File: config.mk
export PLATFORM = sky130hd
export DESIGN_NAME = xfer_progress_tracker
export DESIGN_NICKNAME = d
export VERILOG_FILES = /design/src/rtl/xfer_tracker_pkg.sv /design/src/rtl/xfer_dp.sv /design/src/rtl/xfer_ctrl.sv /design/src/rtl/xfer_progress_tracker.sv
export SDC_FILE = /design/constraint.sdc
export NUM_CORES = 1
export LEC_CHECK = 0
export BUFFER_PORTS_ARGS = -buffer_cell sky130_fd_sc_hd__clkbuf_2
export CAP_MARGIN = 20
export CORE_ASPECT_RATIO = 1.5
export CORE_MARGIN = 5
export CORE_UTILIZATION = 45
export CTS_BUF_LIST = sky130_fd_sc_hd__clkbuf_2
export DETAILED_ROUTE_END_ITERATION = 16
export PLACE_DENSITY = 0.71
export SYNTH_ARGS = -nofsm -noshare
export SYNTH_HDL_FRONTEND = slang
export SYNTH_SLANG_ARGS = --single-unit
File: constraint.sdc
create_clock -name clk -period 2.8 [get_ports clk]
set_input_delay 0.28 -clock clk [delete_from_list [all_inputs] [get_ports clk]]
set_output_delay 0.28 -clock clk [all_outputs]
set_load 0.1 [all_outputs]
File: src/rtl/xfer_tracker_pkg.sv
package xfer_tracker_pkg;
  localparam int SIZE_W = 19;
  localparam int CNT_W  = 10;
  localparam int PID_W  = 2;
  localparam int MPS_W  = 11;

  typedef enum logic [PID_W-1:0] {
    PID_DATA0 = 2'd0,
    PID_DATA2 = 2'd1,
    PID_DATA1 = 2'd2,
    PID_SETUP = 2'd3
  } pidCode_t;

  // strobes from control to datapath
  typedef struct packed {
    logic load;
    logic advance;
  } dpStrobe_t;
endpackage

File: src/rtl/xfer_dp.sv
module xfer_dp
  import xfer_tracker_pkg::*;
#(
  parameter int SizeW = SIZE_W,
  parameter int CntW  = CNT_W,
  parameter int PidW  = PID_W,
  parameter int MpsW  = MPS_W,
  localparam int WordW = SizeW + CntW + PidW + 1
) (
  input  logic             clk,
  input  logic             rstN,
  input  dpStrobe_t        strobe,
  input  logic [SizeW-1:0] cfgSize,
  input  logic [CntW-1:0]  cfgPktCnt,
  input  logic [PidW-1:0]  cfgPid,
  input  logic             cfgDirIn,
  input  logic [MpsW-1:0]  cfgMaxPkt,
  input  logic [MpsW-1:0]  pktBytes,
  output logic [WordW-1:0] xferWord,
  output logic             lastPkt
);
  logic [SizeW-1:0] sizeQ, sizeNext, bytesExt;
  logic [CntW-1:0]  cntQ, cntNext;
  logic [PidW-1:0]  pidQ, pidNext;
  logic             dirInQ;
  logic [MpsW-1:0]  maxPktQ;

  assign bytesExt = SizeW'(pktBytes);

  always_comb begin
    sizeNext = sizeQ;
    if (dirInQ) sizeNext = (bytesExt >= sizeQ) ? '0 : sizeQ - bytesExt;
    cntNext = (cntQ == '0) ? '0 : cntQ - 1'b1;
    case (pidQ)
      PidW'(PID_DATA0): pidNext = PidW'(PID_DATA1);
      PidW'(PID_DATA1): pidNext = PidW'(PID_DATA0);
      default:          pidNext = pidQ;
    endcase
  end

  assign lastPkt = (cntQ <= CntW'(1)) || (dirInQ && (pktBytes < maxPktQ));

  always_ff @(posedge clk or negedge rstN) begin
    if (!rstN) begin
      sizeQ   <= '0;
      cntQ    <= '0;
      pidQ    <= '0;
      dirInQ  <= 1'b0;
      maxPktQ <= '0;
    end else if (strobe.load) begin
      sizeQ   <= cfgSize;
      cntQ    <= cfgPktCnt;
      pidQ    <= cfgPid;
      dirInQ  <= cfgDirIn;
      maxPktQ <= cfgMaxPkt;
    end else if (strobe.advance) begin
      sizeQ <= sizeNext;
      cntQ  <= cntNext;
      pidQ  <= pidNext;
    end
  end

  assign xferWord = {1'b0, pidQ, cntQ, sizeQ};


  out_size_hold_chk: assert property (@(posedge clk) disable iff (!rstN)
    (strobe.advance && !strobe.load && !dirInQ) |=> $stable(sizeQ));

  cnt_step_chk: assert property (@(posedge clk) disable iff (!rstN)
    (strobe.advance && !strobe.load && cntQ != '0) |=> (cntQ == $past(cntQ) - 1'b1));

  pid_fixed_chk: assert property (@(posedge clk) disable iff (!rstN)
    (strobe.advance && !strobe.load && (pidQ == PidW'(PID_SETUP) || pidQ == PidW'(PID_DATA2)))
      |=> $stable(pidQ));

  ping_zero_chk: assert property (@(posedge clk) disable iff (!rstN) !xferWord[WordW-1]);
endmodule

File: src/rtl/xfer_ctrl.sv
module xfer_ctrl
  import xfer_tracker_pkg::*;
(
  input  logic      clk,
  input  logic      rstN,
  input  logic      cfgLoad,
  input  logic      cfgDirIn,
  input  logic      cfgSplitEn,
  input  logic      cfgIntrEp,
  input  logic      chEnable,
  input  logic      chDisable,
  input  logic      pktDone,
  input  logic      pktNak,
  input  logic      lastPkt,
  output dpStrobe_t strobe,
  output logic      active,
  output logic      halted,
  output logic      completed,
  output logic      nakFlag,
  output logic      splitPhase
);
  logic splitEnQ, intrEpQ, dirInQ;
  logic nakHalts, countIt, startSplit;

  assign nakHalts   = active && pktNak && intrEpQ && dirInQ;
  assign startSplit = active && !chDisable && !pktNak && pktDone && splitEnQ && !splitPhase;
  assign countIt    = active && !chDisable && !pktNak && pktDone && !(splitEnQ && !splitPhase);

  assign strobe.load    = cfgLoad && !active;
  assign strobe.advance = countIt;

  always_ff @(posedge clk or negedge rstN) begin
    if (!rstN) begin
      active     <= 1'b0;
      halted     <= 1'b0;
      completed  <= 1'b0;
      nakFlag    <= 1'b0;
      splitPhase <= 1'b0;
      splitEnQ   <= 1'b0;
      intrEpQ    <= 1'b0;
      dirInQ     <= 1'b0;
    end else if (!active) begin
      if (cfgLoad) begin
        splitEnQ   <= cfgSplitEn;
        intrEpQ    <= cfgIntrEp;
        dirInQ     <= cfgDirIn;
        halted     <= 1'b0;
        completed  <= 1'b0;
        nakFlag    <= 1'b0;
        splitPhase <= 1'b0;
      end else if (chEnable) begin
        active     <= 1'b1;
        halted     <= 1'b0;
        completed  <= 1'b0;
        nakFlag    <= 1'b0;
        splitPhase <= 1'b0;
      end
    end else if (chDisable) begin
      active <= 1'b0;
      halted <= 1'b1;
    end else if (nakHalts) begin
      active  <= 1'b0;
      halted  <= 1'b1;
      nakFlag <= 1'b1;
    end else if (startSplit) begin
      splitPhase <= 1'b1;
    end else if (countIt) begin
      splitPhase <= 1'b0;
      if (lastPkt) begin
        active    <= 1'b0;
        halted    <= 1'b1;
        completed <= 1'b1;
      end
    end
  end


  complete_implies_halt_chk: assert property (@(posedge clk) disable iff (!rstN)
    completed |-> (halted && !active));

  start_split_phase_chk: assert property (@(posedge clk) disable iff (!rstN)
    startSplit |=> (splitPhase && active));

  no_count_on_start_chk: assert property (@(posedge clk) disable iff (!rstN)
    (strobe.advance && splitEnQ) |-> splitPhase);

  disable_halts_chk: assert property (@(posedge clk) disable iff (!rstN)
    (active && chDisable) |=> (halted && !active && !completed));

  idle_no_advance_chk: assert property (@(posedge clk) disable iff (!rstN)
    !active |-> !strobe.advance);
endmodule

File: src/rtl/xfer_progress_tracker.sv
module xfer_progress_tracker
  import xfer_tracker_pkg::*;
(
  input  logic              clk,
  input  logic              rstN,
  input  logic              cfgLoad,
  input  logic [SIZE_W-1:0] cfgSize,
  input  logic [CNT_W-1:0]  cfgPktCnt,
  input  logic [PID_W-1:0]  cfgPid,
  input  logic              cfgDirIn,
  input  logic [MPS_W-1:0]  cfgMaxPkt,
  input  logic              cfgSplitEn,
  input  logic              cfgIntrEp,
  input  logic              chEnable,
  input  logic              chDisable,
  input  logic              pktDone,
  input  logic [MPS_W-1:0]  pktBytes,
  input  logic              pktNak,
  output logic [31:0]       xferWord,
  output logic              active,
  output logic              halted,
  output logic              completed,
  output logic              nakFlag,
  output logic              splitPhase
);
  dpStrobe_t strobe;
  logic      lastPkt;

  xfer_ctrl u_ctrl (
    .clk(clk), .rstN(rstN), .cfgLoad(cfgLoad), .cfgDirIn(cfgDirIn),
    .cfgSplitEn(cfgSplitEn), .cfgIntrEp(cfgIntrEp), .chEnable(chEnable),
    .chDisable(chDisable), .pktDone(pktDone), .pktNak(pktNak), .lastPkt(lastPkt),
    .strobe(strobe), .active(active), .halted(halted), .completed(completed),
    .nakFlag(nakFlag), .splitPhase(splitPhase)
  );

  xfer_dp u_dp (
    .clk(clk), .rstN(rstN), .strobe(strobe), .cfgSize(cfgSize),
    .cfgPktCnt(cfgPktCnt), .cfgPid(cfgPid), .cfgDirIn(cfgDirIn),
    .cfgMaxPkt(cfgMaxPkt), .pktBytes(pktBytes), .xferWord(xferWord),
    .lastPkt(lastPkt)
  );
endmodule

# == Yosys cells after proc, flatten, opt, wreduce, memory -nomap -nowiden ==
# Cells that the tools add are included.
# classes
bitwise,1
addsub,2
n_mux,37
reduce_logical,31
eq_ne,11
order_cmp,3
# ops
op,n
two-way mux 19 bit,4
two-way mux 10 bit,3
two-way mux 1 bit,27
>= comparator 11 x 19 -> 1 bit,1
subtractor 19 x 11 -> 19 bit,1
logical AND 1 bit,12
inequality test 2 bit (second input constant),6
inequality test 4 bit (second input constant),3
less-than comparator 11 bit,1
less-or-equal comparator 10 x 1 -> 1 bit (second input constant),1
zero test 10 bit,1
subtractor 10 x 1 -> 10 bit (second input constant),1
AND reduction 4 bit,2
AND reduction 2 bit,3
AND reduction 6 bit,1
nonzero test 3 bit,2
zero test 1 bit,5
two-way mux 2 bit,2
one-hot mux 2 bit (2 select lines),1
nonzero test 2 bit,2
inequality test 3 bit (second input constant),1
AND reduction 3 bit,1
== test 2 bit (second input constant),1
zero test 2 bit,1
other kinds (2),2
# word_totals
elab_cells,98
regBits,51
inputBits,63
out_inout_bits,37

# == Depth between registers and ports, before layout ==
# Gate-level depths: netlist (run 1).
# depth
depth_word,10
depth_mapped,12
mapped_depth_nobuf,11

# == Hierarchy ==
# Synthesis (run 1) repeated with hierarchy kept, for this count alone.
# unflattened
hier_cells,403
hier_area_um2,3510.9
# by_module_without_submodules
module,seq_area_each_um2,n_inst,area_each_um2,cells_each
xfer_dp,1076.0,1,3115.5,370
xfer_ctrl,200.2,1,395.4,33

# == Least setup slack after synthesis (run 1) ==
# OpenSTA, ideal clock, no wires.
# synth_timing
path_type,reg2reg
startpoint,register u_dp.sizeQ[7]
endpoint,register u_dp.sizeQ[12]
required_time_ns,2.673
stages_incl_launch_ff,10
path_buffers,1
setup_ns,0.127
setup_slack_ns,-0.342
arrival_ns,3.015
synth_period_minus_slack_ns,3.142
cell_sequence,dfrtp_1 -> ha_1 -> a21oi_1 -> nand2_1 -> a211o_1 -> or3b_1 -> and2_4 -> buf_6 -> a21o_1 -> a221o_1
# synth_between
elab_chain_len,5
elab_cells_between_ends,6
classes_between,add/sub (1); order compare (1); mux (4)
# synth_rtl
item,line_no,text
from (decl),xfer_dp.sv:22,"logic [SizeW-1:0] sizeQ, sizeNext, bytesExt;"
from (signal assigned),xfer_dp.sv:51,sizeQ <= cfgSize;
from (signal assigned),xfer_dp.sv:57,sizeQ <= sizeNext;
subtractor 19 x 11 -> 19 bit / >= comparator 11 x 19 -> 1 bit (equally long branches),xfer_dp.sv:32,if (dirInQ) sizeNext = (bytesExt >= sizeQ) ? '0 : sizeQ - bytesExt;
two-way mux 19 bit * (2 in a row),xfer_dp.sv:32,
two-way mux 19 bit *,xfer_dp.sv:56,end else if (strobe.advance) begin
two-way mux 19 bit *,xfer_dp.sv:50,end else if (strobe.load) begin
# Mark *: on every way between the ends. The rest lies on a longest branch, timed or not. The select of a mux whose other input is x is not followed.
# A chain may end at the register's enable or synchronous reset.

# == Final worst setup path (run 1) ==
# Same ends and word-level chain as after synthesis.

==> results_dict.tcl, run 1 <==
set metrics [dict create \
    min_path_cells 3 \
    rsz0062_at_grt "no" \
    slew_headroom_pct 56.37 \
    maxCapViolCount 0 \
    post-dp-hpwl_um 7389 \
    wl_um 9789 \
    whs_endpoint "u_dp.maxPktQ[4]" \
    grt_pass1_wl_um 15640 \
    critPathCaptureType "flop" \
    crit_path_start_kind "flop" \
    dp_cells 578 \
    hold_viol_final 0 \
    avgSynthCellArea_sq_um 8.637 \
    path_clk_slew_ns 0.26 \
    wl_per_cell_um 16.05 \
    area_growth_pct 27.94 \
    powerDensity_nw_per_um2 954.1 \
    final-setup-viol-count 0 \
    r2r-end "u_dp.sizeQ[12]" \
    start_util_pct 46.42 \
    antenna_found_initial 0 \
    critPathTopFamily "compound AO/OA/AOI/OAI gates" \
    grt_max_degree 37 \
    syn_nets 479 \
    clock_latency_ns 0.46 \
    cts_root_buffer "clkbuf_2" \
    core_sq_um 7274 \
    die-area_sq_um 9372 \
    ys_seq_area_share_pct 37.05 \
    totalNegativeSetupSlack_ns 0 \
    netlist_instances 391 \
    clock_skew_ns 0.01061 \
    path_buf_inv 1 \
    hp-start "cfgMaxPkt[4]" \
    fin_crit_ns 2.671 \
    htreeDepth 2 \
    first_iter_violations 183 \
    r2r_cells 9 \
    synth_ff_type "dfrtp_1" \
    dr.pass1.iters 4 \
    slowest_delay_ns 0.54 \
    finalNetCount 597 \
    clock_sinks 50 \
    cp_max_fo 14 \
    die_x_um 80.73 \
    netlist_area_sq_um 3377 \
    io_buffers 98 \
    critPathArrivalTime_ns 3.06 \
    first_global_vias 3370 \
    antenna_left 0 \
    row_count 38 \
    yosys_warnings 0 \
    path_cells "ha_1 -> buf_4 -> nand3_1 -> nand2_1 -> a211o_1 -> or3b_1 -> and2_4 -> a21o_1 -> a221o_1" \
    rrSetupSlack_ns 0.13 \
    cpMaxStageDelayCell "dfrtp_4" \
    via_per_inst 5.448 \
    async_reset_ff_share_pct 100.0 \
    outcome "finished, final reports clean" \
    synth.distinct_cells 56 \
    track_usage_pct 21.47 \
    ios 100 \
    die_y_um 116.1 \
    cts_setup_buffers 0 \
    critPathRequiredTime_ns 3.19 \
    vdd_drop_max_uv 887.5 \
    grt_overflow 0 \
    finalNonFillerCells 610 \
    drc 0 \
    diodes 0 \
    clock.fmax_mhz 374.4 \
    clockBufferDepth 2 \
    fillers 691 \
    r2r-start "u_dp.sizeQ[7]" \
    tritoncts "done" \
    min_path_type "in2reg" \
    worst_pin_slew_ns 0.6379 \
    gp_congestion 0.8845 \
    drv_slew 0 \
    synth_seq_cells 50 \
    drive_gt1_share_pct 29.61 \
    vias 3323 \
    synth-edff-count 0 \
    path_class "reg2reg" \
    cts_buffers 5 \
    p_leak_nw 2.089 \
    min_period_over_period_pct 95.39 \
]
[cells in the final DEF, fill, tap and decap left out, types with 9 or more instances in the layout]
| master | count |
|---|---|
| dlygate4sd3_1 | 24 |
| dfrtp_2 | 15 |
| nand2_1 | 56 |
| clkbuf_2 | 104 |
| a21oi_1 | 16 |
| dfrtp_1 | 34 |
| ha_1 | 24 |
| o21ai_0 | 31 |
| inv_1 | 28 |
| nor2_1 | 38 |
| a221oi_2 | 9 |
[cell type report]
type | instances | area, sq um | share of cell area, %
clock buffers | 6 | 30.03 | 0.6950
clock inverters | 2 | 37.54 | 0.8688
inverters | 28 | 105.1 | 2.433
multi-input cells | 295 | 1953 | 45.21
flip-flops and latches | 50 | 1274 | 29.48
well taps | 100 | 125.1 | 2.896
repair buffers | 129 | 795.8 | 18.42
[metal layers]
| layer | global-route usage, % | wire length, um | vias to the layer above |
|---|---|---|---|
| met1 | 25.12 | 3898 | 1561 |
| li1 | - | - | 1638 |
| met5 | 0 | 0 | - |
| met4 | 7.328 | 221 | 0 |
| met2 | 39.27 | 5118 | 106 |
| met3 | 3.549 | 551 | 18 |
[report_power, final]
group	total [mW]	switching [mW]	internal (mW)
Clock	0.401	0.247	0.154
Sequential	1.14	0.213	0.923
Combinational	2.59	1.93	0.659
[repair_timing]
| item | 4_1_cts | 5_1_grt |
|---|---|---|
| gates cloned | 0 | 0 |
| hold endpoints to repair | 40 | 2 |
| endpoints found under the setup margin | 1 | 3 |
| gates resized for setup | 1 | 3 |
| hold buffers | 22 | 2 |
| pin swaps | 0 | 1 |
[Yosys cell counts, types with 2 or more instances]
cell / count / area share, %
a22oi_1: 4 / 0.89
nand4_1: 6 / 1.1
a31oi_1: 7 / 1.3
and3_1: 2 / 0.37
o311ai_0: 4 / 1.0
nand3_1: 8 / 1.2
nor3_1: 6 / 0.89
a21oi_1: 18 / 2.7
a211oi_1: 2 / 0.44
a221oi_2: 9 / 4.0
xor2_1: 3 / 0.78
ha_1: 24 / 8.9
a211o_1: 3 / 0.78
buf_6: 2 / 0.67
inv_1: 28 / 3.1
a2111oi_0: 2 / 0.52
or3_1: 7 / 1.3
nor2b_1: 4 / 0.74
and2_1: 2 / 0.37
a221o_1: 5 / 1.5
xnor2_1: 5 / 1.3
mux2i_1: 2 / 0.59
clkbuf_1: 9 / 1.0
dfrtp_1: 50 / 37
a21o_1: 7 / 1.6
o21a_1: 4 / 0.89
nand2_1: 56 / 6.2
nor4_1: 3 / 0.56
nand2b_1: 3 / 0.56
or2_2: 3 / 0.56
o21ai_0: 33 / 4.9
o211a_1: 3 / 0.89
buf_2: 2 / 0.30
nor2_1: 38 / 4.2
o211ai_1: 3 / 0.67
buf_1: 4 / 0.44
[sequential cells by signal, summed over array words and instances (netlist names)]
name	cells
u_dp.sizeQ	19
u_dp.maxPktQ	11
u_dp.cntQ	10
u_dp.pidQ	2
u_ctrl.active	1
u_ctrl.completed	1
u_ctrl.halted	1
u_ctrl.intrEpQ	1
u_ctrl.nakFlag	1
u_ctrl.splitEnQ	1
u_ctrl.splitPhase	1
u_dp.dirInQ	1
[per-stage QoR]
step / hold slack (ns) / utilization (%) / setup WS, ns / total power [mW] / instance area (sq um)
2_1_floorplan: -0.01559 / - / 0.01206 / 3.157 / 3400
3_3_place_gp: 0.2950 / 55.02 / 0.1577 / 3.635 / 4003
3_5_place_dp: 0.3053 / 55.02 / 0.04321 / 3.672 / 4003
4_1_cts: 0.002880 / 58.98 / 0.02831 / 4.113 / 4290
5_1_grt: 0.006686 / 59.39 / 0.006549 / 4.371 / 4320
6_report: 0.03778 / 59.39 / 0.1290 / 4.122 / 4320
[how the worst max path moves through the flow]
stage                        startpoint        endpoint  slack (ns)  depth (start not counted)
after floorplan           u_dp.sizeQ[7]  u_dp.sizeQ[12]        0.01                          9
after global placement    u_dp.sizeQ[0]  u_dp.sizeQ[16]        0.16                         11
after detailed placement  u_dp.sizeQ[0]  u_dp.sizeQ[16]        0.04                         11
after CTS                 u_dp.sizeQ[0]  u_dp.sizeQ[16]        0.03                         11
after global routing      u_dp.sizeQ[4]  u_dp.sizeQ[13]       0.007                          8
final                     u_dp.sizeQ[7]  u_dp.sizeQ[12]        0.13                          9
[cell families (layout without fill, tap and decap cells)]
logic type	Yosys count	in the layout	synth area share [%]
and+or+nand+nor	148	148	21.19
AOI/OAI and AO/OA	111	111	23.75
DFF	50	50	37.05
buffers and inverters	46	165	5.743
adders and majority gates	25	25	9.485
xor gates and xnor gates	8	8	2.075
muxes	2	2	0.5928
other	1	1	0.1110
[worst register-to-register path, delay by kind of cell, from the launching register on]
kind | cells | cell delay [ns]
flops | 1 | 0.54
compound gates | 3 | 0.80
simple gates | 4 | 0.79
buf+inv | 1 | 0.16
fa+ha+maj | 1 | 0.31
Note: power is estimated with default switching activity, not from simulation.
==> run 2, diff against run 1 <==
--- a/config.mk
+++ b/config.mk
@@ -8,7 +8,7 @@
 export BUFFER_PORTS_ARGS = -buffer_cell sky130_fd_sc_hd__clkbuf_2
 export CAP_MARGIN = 20
 export CORE_ASPECT_RATIO = 1.5
-export CORE_MARGIN = 5
+export CORE_MARGIN = 2
 export CORE_UTILIZATION = 45
 export CTS_BUF_LIST = sky130_fd_sc_hd__clkbuf_2
 export DETAILED_ROUTE_END_ITERATION = 16
==> run 2 against run 1 <==
Effect of this change:
- sequential share of layout area grew 0.37 points
- critical path depth is the same
- count of clock-buffer cells in the layout is the same
- routed wire length shrank 6.0%
- largest power group unchanged
- clock skew shrank 0.00067 ns
- fmax grew 0.36%
- critical path type unchanged
==> results_dict.tcl, run 2 (synthesized netlist as in run 1, its figures left out) <==
set metrics [dict create \
    outcome "finished, final reports clean" \
    fillers 682 \
    vdd_drop_max_uv 910.9 \
    rrSetupSlack_ns 0.14 \
    cpMaxStageDelayCell "dfrtp_4" \
    multi_input_area_sq_um 1963 \
    area_growth_pct 26.34 \
    clock.fmax_mhz 375.7 \
    final-setup-viol-count 0 \
    antenna_found_initial 0 \
    wl_um 9204 \
    slowest_delay_ns 0.54 \
    track_usage_pct 23.05 \
    clockBufferDepth 2 \
    path_clk_slew_ns 0.25 \
    clock_sinks 50 \
    p_clk_share_pct 7.5 \
    drive_gt1_share_pct 29.72 \
    drv_slew 0 \
    die-area_sq_um 8227 \
    switching_share_pct 59.10 \
    first_iter_violations 181 \
    via_per_inst 5.451 \
    r2r-start "u_dp.sizeQ[7]" \
    regArea_sq_um 1274 \
    cts_root_buffer "clkbuf_2" \
    tritoncts "done" \
    io_buffers 98 \
    first_global_vias 3199 \
    drc 0 \
    antenna_left 0 \
    min_period_over_period_pct 95.06 \
    rsz0062_at_grt "no" \
    top_register "u_dp.sizeQ" \
    grt_pass1_wl_um 14630 \
    min_path_type "in2reg" \
    power.internal_mw 1.646 \
    largest_registers "u_dp.sizeQ (19), u_dp.maxPktQ (11), u_dp.cntQ (10)" \
    die_x_um 74.73 \
    dpl-instance-area_sq_um 3998 \
    cp-endpoint "u_dp.sizeQ[12]" \
    switchingPower_mw 2.379 \
    gp_congestion 0.8843 \
    fin_ws_ns 0.1385 \
    crit_path_start_kind "flop" \
    hold_viol_final 0 \
    maxCapViolCount 0 \
    cts_buffers 5 \
    p_leak_nw 2.069 \
    comb_power_share_pct 64.4 \
    pre_cts_slack_ns 0.05428 \
    holdWs_ns 0.01328 \
    fin_crit_ns 2.662 \
    fin_area_sq_um 4267 \
    grt_max_degree 51 \
    layout_common_cells "clkbuf_2, nand2_1, nor2_1, dfrtp_1, o21ai_0" \
    r2r-end "u_dp.sizeQ[12]" \
    totalNegativeSetupSlack_ns 0 \
    power.share.sequential_pct 28.1 \
    cp_max_fo 14 \
    critPathRequiredTime_ns 3.19 \
    path_class "reg2reg" \
    clock_skew_ns 0.009946 \
    r2r_cells 9 \
    largest_reg_flops 19 \
    wl_per_cell_um 15.14 \
    worst_pin_slew_ns 0.9668 \
    layout_commonest_cell "clkbuf_2" \
    row_count 38 \
    dr.pass1.iters 4 \
    vias 3314 \
    post-dp-hpwl_um 6952 \
    slew_headroom_pct 35.55 \
    critPathCaptureType "flop" \
    clock_latency_ns 0.46 \
    core_sq_um 7274 \
    start_util_pct 46.42 \
    die_y_um 110.1 \
    powerDensity_nw_per_um2 943.4 \
    ios 100 \
    setup.worst_path.start "u_dp.sizeQ[7]" \
    critPathArrivalTime_ns 3.05 \
    grt_overflow 0 \
    diodes 0 \
    cts_setup_buffers 0 \
    htreeDepth 2 \
    finalNetCount 595 \
    path_cells "ha_1 -> buf_4 -> nand3_1 -> nand2_1 -> a211o_1 -> or3b_1 -> and2_4 -> a21o_1 -> a221o_1" \
]
## run 2: per-stage QoR
step	utilization (%)	cells	total power, mW
5_1_grt	58.65	608	4.264
2_1_floorplan	-	391	3.157
3_5_place_dp	54.95	579	3.661
4_1_cts	57.69	603	3.988
3_3_place_gp	54.95	579	3.619
6_report	58.65	608	4.025
## run 2: area by class of cell
cell class / instances / area share, %
timing repair buffer: 127 / 17.83
sequential: 50 / 29.85
clock inverter: 2 / 0.2053
multi-input combinational: 295 / 46.01
clock buffer: 6 / 0.7038
inverter: 28 / 2.463
tap: 100 / 2.933
## run 2: worst min path at each step
stage / start / slack (ns) / depth (start not counted) / end
final: cfgMaxPkt[4] / 0.01 / 3 / u_dp.maxPktQ[4]
after global routing: cfgSize[14] / 0.002 / 3 / u_dp.sizeQ[14]
after CTS: cfgMaxPkt[3] / 0.0009 / 3 / u_dp.maxPktQ[3]
after detailed placement: rstN / 0.45 / 2 / u_ctrl.nakFlag
after global placement: rstN / 0.45 / 2 / u_dp.pidQ[1]
after floorplan: rstN / -0.02 / 0 / u_ctrl.active
## run 2: timing repair
| action | in CTS | in global routing |
|---|---|---|
| endpoints found under the setup margin | 0 | 3 |
| resized for setup | 0 | 5 |
| endpoints found under the hold margin | 65 | 5 |
| hold buffers | 16 | 5 |
## run 2: layer usage
metal | part of all wire (%) | wire length (um) | vias to the layer above | global-route usage, %
li1 | - | - | 1636 | -
met3 | 4.7 | 431 | 14 | 3.727
met2 | 53 | 4881 | 97 | 41.85
met1 | 40 | 3697 | 1567 | 26.56
met5 | 0 | 0 | - | 0
met4 | 2.1 | 193 | 0 | 8.673
## run 2: critical path: cells and delay by family, from the launching register on
| family | cells | cell delay [ns] |
|---|---|---|
| flops | 1 | 0.54 |
| simple gates | 4 | 0.79 |
| compound gates | 3 | 0.79 |
| buf+inv | 1 | 0.16 |
| fa+ha+maj | 1 | 0.31 |
## run 2: power by group through the flow
stage          combinational, mW  clock, mW  sequential, mW
2_1_floorplan              0.964          0            2.19
3_3_place_gp                2.48          0            1.14
3_5_place_dp                2.52          0            1.14
4_1_cts                     2.55      0.314            1.13
5_1_grt                     2.76      0.344            1.16
6_report                    2.59      0.302            1.13
